[src/rtl/icc_pkg.sv]
package icc_pkg;

  typedef enum logic [2:0] {
    CLS_ALU    = 3'd0,
    CLS_MEM    = 3'd1,
    CLS_MUL    = 3'd2,
    CLS_SHIFT  = 3'd3,
    CLS_CUSTOM = 3'd4,
    CLS_DIV    = 3'd5,
    CLS_BRANCH = 3'd6,
    CLS_BREAK  = 3'd7
  } icc_cls_e;

endpackage

[src/rtl/icc_cost.sv]
module icc_cost #(
  parameter int CW        = 6,
  parameter int DIV_EXTRA = 33
) (
  input  logic          vld,
  input  logic [2:0]    cls,
  input  logic          taken,
  input  logic          has_slot,
  input  logic          in_slot,
  input  logic          halt,
  output logic          counted,
  output logic          illegal,
  output logic [CW-1:0] cost
);
  import icc_pkg::*;

  icc_cls_e     c;
  logic [CW-1:0] extra;

  assign c = icc_cls_e'(cls);

  always_comb begin
    case (c)
      CLS_MEM, CLS_MUL, CLS_SHIFT, CLS_CUSTOM: extra = CW'(1);
      CLS_DIV:    extra = CW'(DIV_EXTRA);
      CLS_BRANCH: extra = taken ? (has_slot ? CW'(1) : CW'(2)) : CW'(0);
      default:    extra = CW'(0);
    endcase
  end

  always_comb begin
    illegal = vld && !halt && in_slot && (c == CLS_BRANCH);
    counted = vld && !illegal && (halt || (c != CLS_BREAK));
    cost    = halt ? CW'(2) : (CW'(1) + extra);
  end

endmodule

[src/rtl/icc_accum.sv]
module icc_accum #(
  parameter int W  = 32,
  parameter int CW = 6,
  parameter int OFS = 2
) (
  input  logic          clk,
  input  logic          rst,
  input  logic          clr,
  input  logic          en,
  input  logic [CW-1:0] cost,
  output logic [W-1:0]  insts,
  output logic [W-1:0]  cycles,
  output logic [W-1:0]  report
);

  logic [W-1:0] insts_nxt;
  logic [W-1:0] cycles_nxt;

  always_comb begin
    insts_nxt  = insts;
    cycles_nxt = cycles;
    if (clr) begin
      insts_nxt  = '0;
      cycles_nxt = '0;
    end else if (en) begin
      insts_nxt  = insts + W'(1);
      cycles_nxt = cycles + {{(W-CW){1'b0}}, cost};
    end
  end

  always_ff @(posedge clk) begin
    if (rst) begin
      insts  <= '0;
      cycles <= '0;
      report <= '0;
    end else begin
      insts  <= insts_nxt;
      cycles <= cycles_nxt;
      report <= (cycles_nxt == '0) ? '0 : cycles_nxt + W'(OFS);
    end
  end

endmodule

[src/rtl/instr_cost_counter.sv]
module instr_cost_counter #(
  parameter int W         = 32,
  parameter int DIV_EXTRA = 33,
  parameter int REPORT_OFS = 2
) (
  input  logic         clk,
  input  logic         rst,
  input  logic         clr,
  input  logic         retire_vld,
  input  logic [2:0]   retire_cls,
  input  logic         br_taken,
  input  logic         br_has_slot,
  input  logic         in_slot,
  input  logic         is_halt,
  output logic [W-1:0] inst_count,
  output logic [W-1:0] cycle_count,
  output logic [W-1:0] cycle_report,
  output logic         illegal_slot
);

  localparam int CW = $clog2(DIV_EXTRA + 4);

  logic          counted;
  logic          illegal;
  logic [CW-1:0] cost;

  icc_cost #(.CW(CW), .DIV_EXTRA(DIV_EXTRA)) u_cost (
    .vld      (retire_vld),
    .cls      (retire_cls),
    .taken    (br_taken),
    .has_slot (br_has_slot),
    .in_slot  (in_slot),
    .halt     (is_halt),
    .counted  (counted),
    .illegal  (illegal),
    .cost     (cost)
  );

  icc_accum #(.W(W), .CW(CW), .OFS(REPORT_OFS)) u_accum (
    .clk    (clk),
    .rst    (rst),
    .clr    (clr),
    .en     (counted),
    .cost   (cost),
    .insts  (inst_count),
    .cycles (cycle_count),
    .report (cycle_report)
  );

  always_ff @(posedge clk) begin
    if (rst) illegal_slot <= 1'b0;
    else     illegal_slot <= illegal && !clr;
  end

endmodule

[config.mk]
export PLATFORM = sky130hd
export DESIGN_NAME = instr_cost_counter
export DESIGN_NICKNAME = d
export VERILOG_FILES = /design/src/rtl/icc_pkg.sv /design/src/rtl/icc_cost.sv /design/src/rtl/icc_accum.sv /design/src/rtl/instr_cost_counter.sv
export SDC_FILE = /design/constraint.sdc
export NUM_CORES = 1
export LEC_CHECK = 0
export BUFFER_PORTS_ARGS = -buffer_cell sky130_fd_sc_hd__buf_2
export CAP_MARGIN = 20
export CORE_MARGIN = 2
export CORE_UTILIZATION = 35
export CTS_CLUSTER_DIAMETER = 30
export DETAILED_ROUTE_END_ITERATION = 12
export PLACE_DENSITY = 0.57
export SLEW_MARGIN = 20
export SYNTH_ARGS = -nofsm -noshare
export SYNTH_HDL_FRONTEND = slang
export SYNTH_HIERARCHICAL = 1
export SYNTH_SLANG_ARGS = --single-unit
[constraint.sdc]
create_clock -name clk -period 8.3 [get_ports clk]
set_clock_uncertainty 0.15 [all_clocks]
set_input_delay 0.83 -clock clk [delete_from_list [all_inputs] [get_ports clk]]
set_output_delay 0.83 -clock clk [all_outputs]
set_load 0.01 [all_outputs]
After elaboration in Yosys (flattened, before gate mapping)
Cells that the tools add are included.
{"block": "op_classes", "eq_ne": 7, "addsub": 4, "muxes": 6, "n_reduce_logical": 14}
{"op": "two-way mux 32 bit", "count": 2}
{"op": "adder 32 x 1 -> 32 bit (second input constant)", "count": 1}
{"op": "adder 32 x 2 -> 32 bit (second input constant)", "count": 1}
{"op": "adder 32 x 6 -> 32 bit", "count": 1}
{"op": "logical NOT 32 bit", "count": 1}
{"op": "one-hot mux 6 bit (3 select lines)", "count": 1}
{"op": "two-way mux 6 bit", "count": 2}
{"op": "== test 3 bit (second input constant)", "count": 3}
{"op": "adder 1 x 6 -> 6 bit (first input constant)", "count": 1}
{"op": "== test 3 x 2 -> 1 bit (second input constant)", "count": 2}
{"op": "logical AND 1 bit", "count": 6}
{"op": "OR reduction 2 bit", "count": 2}
{"op": "OR reduction 4 bit", "count": 1}
{"op": "== test 3 x 1 -> 1 bit (second input constant)", "count": 1}
{"op": "logical NOT 1 bit", "count": 3}
{"op": "!= test 3 bit (second input constant)", "count": 1}
{"op": "two-way mux 2 bit", "count": 1}
{"op": "logical OR 1 bit", "count": 1}
{"block": "word_totals", "reg_bits": 97, "output_inout_bits": 97}

Longest topological paths before layout
Gate-level depths: netlist of the first run.
{"block": "logic_depth", "word_depth": 11, "ltp_mapped": 15}

Hierarchy
The synthesis of the first run kept the hierarchy.
{"mod": "icc_accum", "instances": 1, "cells_each": 608, "area_per_inst_um2": 5190.0}
{"mod": "icc_cost", "instances": 1, "cells_each": 19, "area_per_inst_um2": 138.9}
{"mod": "instr_cost_counter", "instances": 1, "cells_each": 2, "area_per_inst_um2": 32.5}

Worst setup path before layout of the first run
No wires, ideal clock.
{"block": "synth_timing", "path_type": "in2reg", "from": "input retire_cls[0]", "to": "register u_accum.report[31]", "setup_slack_ps": 3570, "cell_stages": 14, "setup_ps": 75, "arrival_ps": 4505, "path_cell_list": "nand3b_1 > a31oi_1 > ha_1 > or2_2 > fa_1 > a211oi_1 > o21a_1 > buf_2 > o21ai_0 > and2_1 > nor4b_4 > nand4_2 > or4_4 > a22oi_2"}
{"block": "synth_between", "elab_chain_len": 10, "elab_cells_between_ends": 22}
{"item": "from (decl)", "line_no": "instr_cost_counter.sv:10", "source": "input logic [2:0] retire_cls,"}
{"item": "== test 3 x 1 -> 1 bit (tied with other cells)", "line_no": "icc_cost.sv:23", "source": "case (c)"}
{"item": "OR reduction 4 bit", "line_no": "icc_cost.sv:23"}
{"item": "one-hot mux 6 bit (3 select lines) *", "line_no": "icc_cost.sv:23"}
{"item": "adder 1 x 6 -> 6 bit *", "line_no": "icc_cost.sv:34", "source": "cost = halt ? CW'(2) : (CW'(1) + extra);"}
{"item": "two-way mux 6 bit *", "line_no": "icc_cost.sv:34"}
{"item": "net cost[1]", "line_no": "instr_cost_counter.sv:25", "source": "logic [CW-1:0] cost;"}
{"item": "adder 32 x 6 -> 32 bit *", "line_no": "icc_accum.sv:27", "source": "cycles_nxt = cycles + {{(W-CW){1'b0}}, cost};"}
{"item": "two-way mux 32 bit *", "line_no": "icc_accum.sv:25", "source": "end else if (en) begin"}
{"item": "two-way mux 32 bit *", "line_no": "icc_accum.sv:22", "source": "if (clr) begin"}
{"item": "branches (longest 2 deep; another with adder 32 x 2 -> 32 bit)"}
{"item": "to (signal assigned)", "line_no": "icc_accum.sv:39", "source": "report <= (cycles_nxt == '0) ? '0 : cycles_nxt + W'(OFS);"}
{"item": "to (decl)", "line_no": "icc_accum.sv:13", "source": "output logic [W-1:0] report"}
Mark *: on every way through the listed nets, which the timed path passes.
A chain may end at the register's enable or synchronous reset.

Worst setup path in the final report of the first run
{"block": "layout_timing", "from": "input retire_cls[0]", "to": "register u_accum.report[30]"}
Same word-level chain as after synthesis.

==> results of run 1 <==
==> tightest hold or removal path, stage by stage (launching register included) <==
cell     delay (ps)
dfxtp_1         330
o21ai_0          70
a21oi_1          60
==> sequential cells by signal, indices dropped and copies added, names as in the netlist <==
register	cells
u_accum/cycles	32
u_accum/report	32
u_accum/insts	32
illegal_slot	1
==> cell type report <==
type | instances | share of cell area [%]
tap | 188 | 3.753
multi-input combinational | 497 | 51.93
clock buffer | 11 | 3.873
sequential | 97 | 30.98
inverter | 5 | 0.2995
clock inverter | 5 | 0.6189
timing repair buffer | 107 | 8.545
==> power groups by stage <==
stage,clock network [W],registers [W],logic (W)
after detailed placement,0,0.000482,0.0000658
final,0.000398,0.000471,0.0000667
after floorplan,0,0.000483,0.0000462
after global placement,0,0.000482,0.0000644
after global routing,0.000425,0.000471,0.0000730
after CTS,0.000410,0.000471,0.0000658
==> worst min path at each step <==
stage	from	endpoint	slack [ps]	depth (start not counted)
finish	u_accum/insts[27]$_SDFFE_PP0P_	u_accum/insts[27]$_SDFFE_PP0P_	350	2
global route	u_accum/insts[7]$_SDFFE_PP0P_	u_accum/insts[7]$_SDFFE_PP0P_	390	2
CTS	u_accum/insts[7]$_SDFFE_PP0P_	u_accum/insts[7]$_SDFFE_PP0P_	350	2
detailed placement	u_accum/insts[7]$_SDFFE_PP0P_	u_accum/insts[7]$_SDFFE_PP0P_	340	2
global placement	u_accum/insts[27]$_SDFFE_PP0P_	u_accum/insts[27]$_SDFFE_PP0P_	330	2
floorplan	u_accum/insts[27]$_SDFFE_PP0P_	u_accum/insts[27]$_SDFFE_PP0P_	360	2
==> cell usage in the layout (no fill, tap or decap), types with 6 or more instances in the layout <==
cell type    n
a21oi_1     36
a22oi_1      6
and3_1      14
buf_2      107
clkbuf_16    9
dfxtp_1     97
ha_1         9
mux2i_1      7
nand2_1     46
nand3_1     32
nand3b_1     6
nand4_1     16
nor2_1      89
nor2b_1     12
nor3_1      14
nor4_1      11
o21ai_0     15
or3_1       12
xnor2_1     28
xor2_1      36
==> per-stage QoR <==
stage	power [W]	area [sq um]	utilization [%]	setup WS [ps]	std cells
2_1_floorplan	0.0005291	5365	-	3570	630
3_3_place_gp	0.0005460	5986	39.67	2446	894
3_5_place_dp	0.0005475	5986	39.67	2251	894
4_1_cts	0.0009463	6267	41.53	2622	910
5_1_grt	0.0009692	6267	41.53	2149	910
6_report	0.0009357	6267	41.53	2486	910
==> per-layer routing <==
metal | up-vias | GRT usage [%]
met5 | - | 0
met4 | 0 | 7.369
met3 | 23 | 4.007
met2 | 134 | 28.28
met1 | 2332 | 23.95
li1 | 2430 | -
==> cells by family after synthesis <==
| group | after synthesis |
|---|---|
| xor+xnor | 64 |
| simple gates | 302 |
| compound gates | 107 |
| flops | 97 |
| other cells | 1 |
| mux | 12 |
| fa+ha+maj | 10 |
| buf+inv | 36 |
==> impl_metrics.ini, run 1 <==
[critical_path]
slowest_delay_ps = 950
rrSetupSlack_ps = 3580
crit_type = primary input to flop
critPathSlowestCell = a41o_1
crit_top_cell = a31oi_1
r2r-end = u_accum/report[30]$_SDFF_PP0_
cp_cell_sequence = buf_2, nand3b_1, a31oi_1, ha_1, or2_2, fa_1, a211oi_1, o21a_1, nor4_2, xnor2_1, a31oi_1, nor4_1, a41o_1, o2bb2a_1
cp.buffers_inverters = 1
critical_path.top_delay_family = compound AO/OA/AOI/OAI gates
cp.arrival_ps = 5900
critPathCapture = u_accum/report[30]$_SDFF_PP0_
startpoint = retire_cls[0]
end_kind = flop
worst_r2r_path_depth = 10
cp_max_fo = 31
timing.rr.start = u_accum/cycles[0]$_SDFF_PP0_
crit_required_ps = 8390
cp-start-kind = primary input
cp.depth = 14

[die]
die_area_sq_mm = 0.01632
rows = 45
core_sq_mm = 0.01509
initial_core_util_pct = 35.53
die_w_um = 127.8
die_h_um = 127.8
io-pin-count = 108

[sta]
maxSlewHeadroom_pct = 29.24
setup_viol = 0
slew_violations = 0
final.period_utilization_pct = 70.05
tns_ps = 0
fmax_ghz = 0.1720
grt_setup_unrepaired = no
worst_pin_slew_ps = 1061
period_needed_ps = 5814
fin_hold_ws_ps = 350.0
hold_viol_final = 0

[place]
numPortBuffers = 107
hpwl_um = 10730
routabilityCongestion = 0.9159

[global_route]
track_usage_pct = 17.99
antenna_found_initial = 0
grt_pass1_vias = 4526
grt_pass1_wl_um = 23540
grt_overflow = 0
grt_max_degree = 49

[route]
drt_iter0_drc = 251
met3_length_um = 912
post_drt_wl_per_cell_um = 16.30
drc_errors = 0
wl_met2_um = 6623
wl_met1_um = 6964
vias = 4919
ant_nets = 0
drt-vias-per-instance = 5.405
drt-total-wl_um = 14830
highest_layer = met4
firstDrtPassIters = 5

[clock_network]
cts_tree = yes
ctsLongestPathBuffers = 2
postCtsSetupRepairBufs = 0
cts_buffers = 9
clock-sinks = 97
ctsHoldBuffers = 0
clkLatencyLatePin_ps = 350
clk_pin_slew_ps = 70
cts_resized = 0
h-tree-depth = 3
clock-root-buffer = clkbuf_16

[power]
p_per_area_mw_per_mm2 = 149.3
p_leak_nw = 2.477
p_clk_share_pct = 42.5
combPwrFrac_pct = 7.1
p_switching_w = 0.0002331
p_int_w = 0.0007026
peakVddDrop_uv = 84.47
sequentialPowerShare_pct = 50.3
swShare_pct = 24.91

[yosys]
synth_adder_area_share_pct = 2.474
synth_cell_types = 79
synth_area_sq_mm = 0.005361
yosys.cell_count.top_type = dfxtp_1
synth_top_family_by_area = simple AND/OR/NAND/NOR gates
synth_xor_area_share_pct = 10.46
ys_warn_count = 6
synth.area.top_cells = dfxtp_1 (36%), nor2_1 (6.2%), xor2_1 (5.9%)
synth_top_cell_by_area = dfxtp_1
ys_ff_latch = 97
synth.yosys.seq_area_share_pct = 36.22
synth_edf_count = 0
synth_common_cells = dfxtp_1 (97), nor2_1 (89), nand2_1 (46), a21oi_1 (36), xor2_1 (36)
postSynthCellCount = 629
synth_flop_cell = dfxtp_1
synth_mux_area_share_pct = 2.427
synthSimpleGateAreaFrac_pct = 31.46
syn_avg_cell_area_sq_um = 8.524
synthArstFlopShare_pct = 0
synth_top_area_share_pct = 36.22
synth_compound_area_share_pct = 13.75

[layout]
syn2layout_area_growth_pct = 16.90
multi_input_area_sq_mm = 0.003254
antennaDiodeCount = 0
fillers = 1552
register_area_sq_mm = 0.001942
finalNetCount = 738
drive_gt1_share_pct = 22.30

[min_path]
hold_class = flop to flop

[outcome]
status = complete, no violations

[run]
cap_violations = 0
No activity file was read; power rests on OpenSTA's default activity.
==> run 2, diff against run 1 <==
- ABC_AREA: unset -> 1
- PLACE_DENSITY: 0.57 -> 0.56
- clock period: 8.3 -> 5.8 ns (I/O delays scaled with it)
==> impl_metrics.ini, run 2 <==
[die]
initial_core_util_pct = 35.57
io-pin-count = 108
core_sq_mm = 0.01647
die_h_um = 133.4
rows = 47
die_area_sq_mm = 0.01778
die_w_um = 133.4

[critical_path]
end_kind = flop
slowest_delay_ps = 470
cp-start-kind = primary input
cp.arrival_ps = 3920
worst_r2r_path_depth = 14
crit_top_cell = nand3_1
cp_cell_sequence = buf_2, nor2_1, nand2_1, nand2_1, nand2_2, ha_1, or2_2, ha_1, nand2_1, nand2_1, nand3_1, nand2_2, nand3_1, nor2_1, nand3_1, nand3_1, nand4_1, nor2_1, nand3_1, nand2_2, a21oi_1
critPathSlowestCell = nand2_2
crit_required_ps = 5850
cp_max_fo = 31
crit_type = primary input to flop

[route]
vias = 6207
drt-total-wl_um = 17540
ant_nets = 0
drt-vias-per-instance = 4.930
firstDrtPassIters = 5
drt_iter0_drc = 488
post_drt_wl_per_cell_um = 13.93
drc_errors = 0

[min_path]
holdPathStages = 2
hold_class = flop to flop

[place]
routabilityCongestion = 0.9108
hpwl_um = 13290
place_area_sq_mm = 0.006550
numPortBuffers = 107
place_ws_ps = 1580

[yosys]
synth_top_cell_by_area = dfxtp_1
ys_warn_count = 6
synth_area_sq_mm = 0.005857
synth_flop_cell = dfxtp_1
synth_cell_types = 40
synth_edf_count = 0
synth_common_cells = nand2_1 (227), nor2_1 (165), inv_1 (127), dfxtp_1 (97), nand3_1 (87)
synth_top_area_share_pct = 33.16
synth.yosys.seq_area_share_pct = 33.16
yosys.cell_count.top_type = nand2_1
synthArstFlopShare_pct = 0
synth.area.top_cells = dfxtp_1 (33%), nand2_1 (15%), nor2_1 (11%)
ys_ff_latch = 97
syn_avg_cell_area_sq_um = 6.264
postSynthCellCount = 935

[global_route]
antenna_found_initial = 0
grt_overflow = 0
grt_pass1_vias = 5629
grt_pass1_wl_um = 28470
track_usage_pct = 19.97
grt_max_degree = 43

[sta]
setup_viol = 0
slew_violations = 0
period_needed_ps = 3868
maxSlewHeadroom_pct = 53.72
worst_pin_slew_ps = 688.9
tns_ps = 0
grt_setup_unrepaired = no
hold_viol_final = 0
fmax_ghz = 0.2585
finalWorstSetupSlack_ps = 1932
final.period_utilization_pct = 66.69

[layout]
drive_gt1_share_pct = 16.36
syn2layout_area_growth_pct = 17.18
top_regs = u_accum/cycles x32, u_accum/insts x32, u_accum/report x32
final_common_cell = nand2_1
final_cell_mix = nand2_1 (227), nor2_1 (164), inv_1 (127)
finalNetCount = 1055
antennaDiodeCount = 0
design_area_sq_mm = 0.006863

[outcome]
status = complete, no violations

[power]
peakVddDrop_uv = 127.8
p_clk_share_pct = 45.2
p_int_w = 0.001058
p_switching_w = 0.0003398
sequentialPowerShare_pct = 48.2
swShare_pct = 24.32
combPwrFrac_pct = 6.6
p_per_area_mw_per_mm2 = 203.6
p_leak_nw = 3.022

[clock_network]
postCtsSetupRepairBufs = 0
cts_buffers = 9
clock-sinks = 97
clk_pin_slew_ps = 70
ctsHoldBuffers = 0
cts_resized = 0
clock-root-buffer = clkbuf_16
ctsLongestPathBuffers = 2
h-tree-depth = 3
cts_tree = yes
clkLatencyLatePin_ps = 350

[run]
cap_violations = 0
[run 2: changes by cell type after synthesis, sizes merged, moves of 26 or more]
cell	previous run	this run
nand2	48	234
inv	5	128
xnor2	28	2
nand3	34	98
xor2	36	5
nor2	89	175
[run 2: cell type report]
class	count	area, sq um
well taps	220	275.3
fillers	1809	9603
clock buffers	11	252.7
multi-input cells	688	3294
repair buffers	110	558.0
flip-flops and latches	97	1942
clock inverters	5	60.06
inverters	128	480.5
[run 2: layer usage]
layer | track usage, % | vias up | share of wire [%]
li1 | - | 3197 | -
met1 | 26.83 | 2808 | 47
met2 | 31.84 | 171 | 44
met3 | 4.186 | 31 | 6.5
met4 | 7.033 | 0 | 2.4
met5 | 0 | - | 0
[run 2: worst paths after layout]
check	slack, ps	endpoint	from
hold reg to reg	310	u_accum/insts[31]$_SDFFE_PP0P_	u_accum/insts[31]$_SDFFE_PP0P_
hold / removal	310	u_accum/insts[31]$_SDFFE_PP0P_	u_accum/insts[31]$_SDFFE_PP0P_
setup / recovery	1930	u_accum/report[16]$_SDFF_PP0_	retire_cls[0]
setup reg to reg	2640	u_accum/report[16]$_SDFF_PP0_	u_accum/cycles[5]$_SDFF_PP0_
[run 2: critical path, delay by kind of cell]
kind	cells	cell delay (ps)
AO/OA/AOI/OAI	1	120
AND/OR/NAND/NOR	17	2510
adder cells (fa/ha/maj)	2	560
buffers and inverters	1	130
[run 2: cells by family after synthesis]
kind of cell	count (synthesis)	synth area share [%]
buf+inv	151	10.79
flops	97	33.16
fa+ha+maj	10	2.265
xor+xnor	7	1.047
simple gates	590	45.46
other cells	1	0.06403
compound gates	79	7.220
[run 2: stage by stage]
stage	hold slack (ps)	utilization (%)	power (W)	std cells
floorplan	333.2	-	0.0007596	936
global placement	301.4	39.78	0.0007812	1243
detailed placement	305.0	39.78	0.0007817	1243
CTS	315.2	41.68	0.001416	1259
global route	336.7	41.68	0.001458	1259
finish	310.8	41.68	0.001397	1259
[run 2: power groups by stage]
stage	logic, W	clock network (W)	registers (W)
floorplan	0.0000677	0	0.000692
global placement	0.0000912	0	0.000690
detailed placement	0.0000921	0	0.000690
CTS	0.0000923	0.000650	0.000674
global route	0.000104	0.000679	0.000675
finish	0.0000919	0.000631	0.000674
==> run 3, diff against run 2 <==
- ABC_AREA: 1 -> 0
- PLACE_DENSITY: 0.56 -> 0.59
- clock period: 5.8 -> 3.3 ns (I/O delays scaled with it)
==> impl_metrics.ini, run 3 (synthesized netlist as in run 1, its figures left out) <==
[outcome]
status = complete, but fails checks
violations = setup timing

[layout]
fillers = 1379
finalNetCount = 903
final_common_cell = buf_4
design_area_sq_mm = 0.008205
final_cell_mix = buf_4 (142), buf_2 (104), dfxtp_1 (97)
syn2layout_area_growth_pct = 53.05
drive_gt1_share_pct = 44.98
register_area_sq_mm = 0.001942
top_regs = u_accum/cycles x32, u_accum/insts x32, u_accum/report x32
fin_util_pct = 54.38
antennaDiodeCount = 0
multi_input_area_sq_mm = 0.003756

[sta]
finalWorstSetupSlack_ps = -447.6
final.period_utilization_pct = 113.6
period_needed_ps = 3748
slew_violations = 0
fmax_ghz = 0.2668
setup_viol = 31
maxSlewHeadroom_pct = 61.73
worst_pin_slew_ps = 571.3
hold_viol_final = 0
grt_setup_unrepaired = yes

[die]
io-pin-count = 108
die_h_um = 127.8
die_area_sq_mm = 0.01632
initial_core_util_pct = 35.53
rows = 45
die_w_um = 127.8
core_sq_mm = 0.01509

[place]
place_ws_ps = -917.1
numPortBuffers = 107
hpwl_um = 13060
routabilityCongestion = 0.9533
place_area_sq_mm = 0.007153

[global_route]
grt_max_degree = 42
grt_pass1_wl_um = 28990
grt_pass1_vias = 5716
grt_overflow = 0
track_usage_pct = 22.33
antenna_found_initial = 0

[critical_path]
critPathSlowestCell = or4_4
slowest_delay_ps = 510
crit_required_ps = 3430
cp.arrival_ps = 3880
cp_cell_sequence = buf_8, nand3b_1, a31oi_1, ha_1, or2_4, fa_2, a211o_1, nand3_1, a31oi_2, a2111o_1, nor4b_4, nand4_4, or4_4, a22oi_2
worst_r2r_path_depth = 10
end_kind = flop
crit_type = primary input to flop
r2r-end = u_accum/report[31]$_SDFF_PP0_
rrSetupSlack_ps = -80
cp-start-kind = primary input
cp_max_fo = 5
timing.rr.start = u_accum/cycles[0]$_SDFF_PP0_

[route]
wl_met2_um = 8654
wl_met1_um = 7870
drt-total-wl_um = 18030
drt-vias-per-instance = 5.300
highest_layer = met4
drt_iter0_drc = 413
post_drt_wl_per_cell_um = 16.77
drc_errors = 0
vias = 5698
firstDrtPassIters = 5
ant_nets = 0
met3_length_um = 1037

[min_path]
hold_class = primary input to flop
worstHoldEndpoint = illegal_slot$_SDFF_PP0_
holdPathStages = 2
hp-start = clr

[power]
combPwrFrac_pct = 12.7
sequentialPowerShare_pct = 47.4
p_leak_nw = 3.500
fin_total_pwr_w = 0.002497
p_int_w = 0.001845
p_switching_w = 0.0006517
p_per_area_mw_per_mm2 = 304.3
swShare_pct = 26.10
p_clk_share_pct = 39.9
peakVddDrop_uv = 230.1

[clock_network]
h-tree-depth = 3
clock-sinks = 97
clock-root-buffer = clkbuf_16
cts_tree = yes
clk_pin_slew_ps = 70
clkLatencyLatePin_ps = 360
cts_buffers = 9
ctsHoldBuffers = 0
ctsLongestPathBuffers = 2

[run]
cap_violations = 0
run 3: what timing repair did:
item	in CTS	in global routing
pin swaps	44	37
setup buffers	23	6
setup endpoints to repair	31	33
resized for setup	83	26
cloned	6	0
run 3: layout make-up:
cell class              instances  area share [%]
clock buffers                  11           2.836
well taps                     188           2.867
flip-flops and latches         97           23.67
inverters                       5          0.2287
clock inverters                 5          0.5032
repair buffers                272           24.12
multi-input cells             497           45.78
run 3: how the worst max path moves through the flow:
stage	end	depth (start not counted)	slack, ps	start
finish	u_accum/report[31]$_SDFF_PP0_	14	-450	retire_cls[0]
global route	u_accum/report[27]$_SDFF_PP0_	15	-600	retire_cls[0]
CTS	u_accum/report[31]$_SDFF_PP0_	15	-400	retire_cls[0]
detailed placement	u_accum/report[31]$_SDFF_PP0_	15	-920	retire_cls[0]
global placement	u_accum/report[24]$_SDFF_PP0_	17	-920	retire_cls[0]
floorplan	u_accum/report[31]$_SDFF_PP0_	14	-770	retire_cls[0]
run 3: power by group through the flow:
| stage | clock (W) | sequential, W | combinational, W |
|---|---|---|---|
| after floorplan | 0 | 0.00121 | 0.000132 |
| after global placement | 0 | 0.00121 | 0.000226 |
| after detailed placement | 0 | 0.00121 | 0.000231 |
| after CTS | 0.00102 | 0.00118 | 0.000319 |
| after global routing | 0.00107 | 0.00118 | 0.000336 |
| final | 0.000996 | 0.00118 | 0.000316 |
run 3: per-layer routing:
metal | track usage, % | vias to the layer above
met2 | 37.53 | 175
li1 | - | 2756
met4 | 9.114 | 0
met1 | 28.03 | 2729
met3 | 4.508 | 38
met5 | 0 | -
run 3: critical path: cells and delay by family:
| family | cells | cell delay (ps) |
|---|---|---|
| compound gates | 5 | 1180 |
| simple gates | 6 | 1600 |
| fa+ha+maj | 2 | 650 |
| buf+inv | 1 | 110 |
run 3: metrics by stage:
stage,hold slack [ps],std cells,TNS [ps]
after floorplan,248.8,630,-10990
after global placement,326.1,1029,-28720
after detailed placement,335.6,1029,-28600
after CTS,126.7,1074,-11070
after global routing,140.1,1075,-14580
final,139.0,1075,-11250
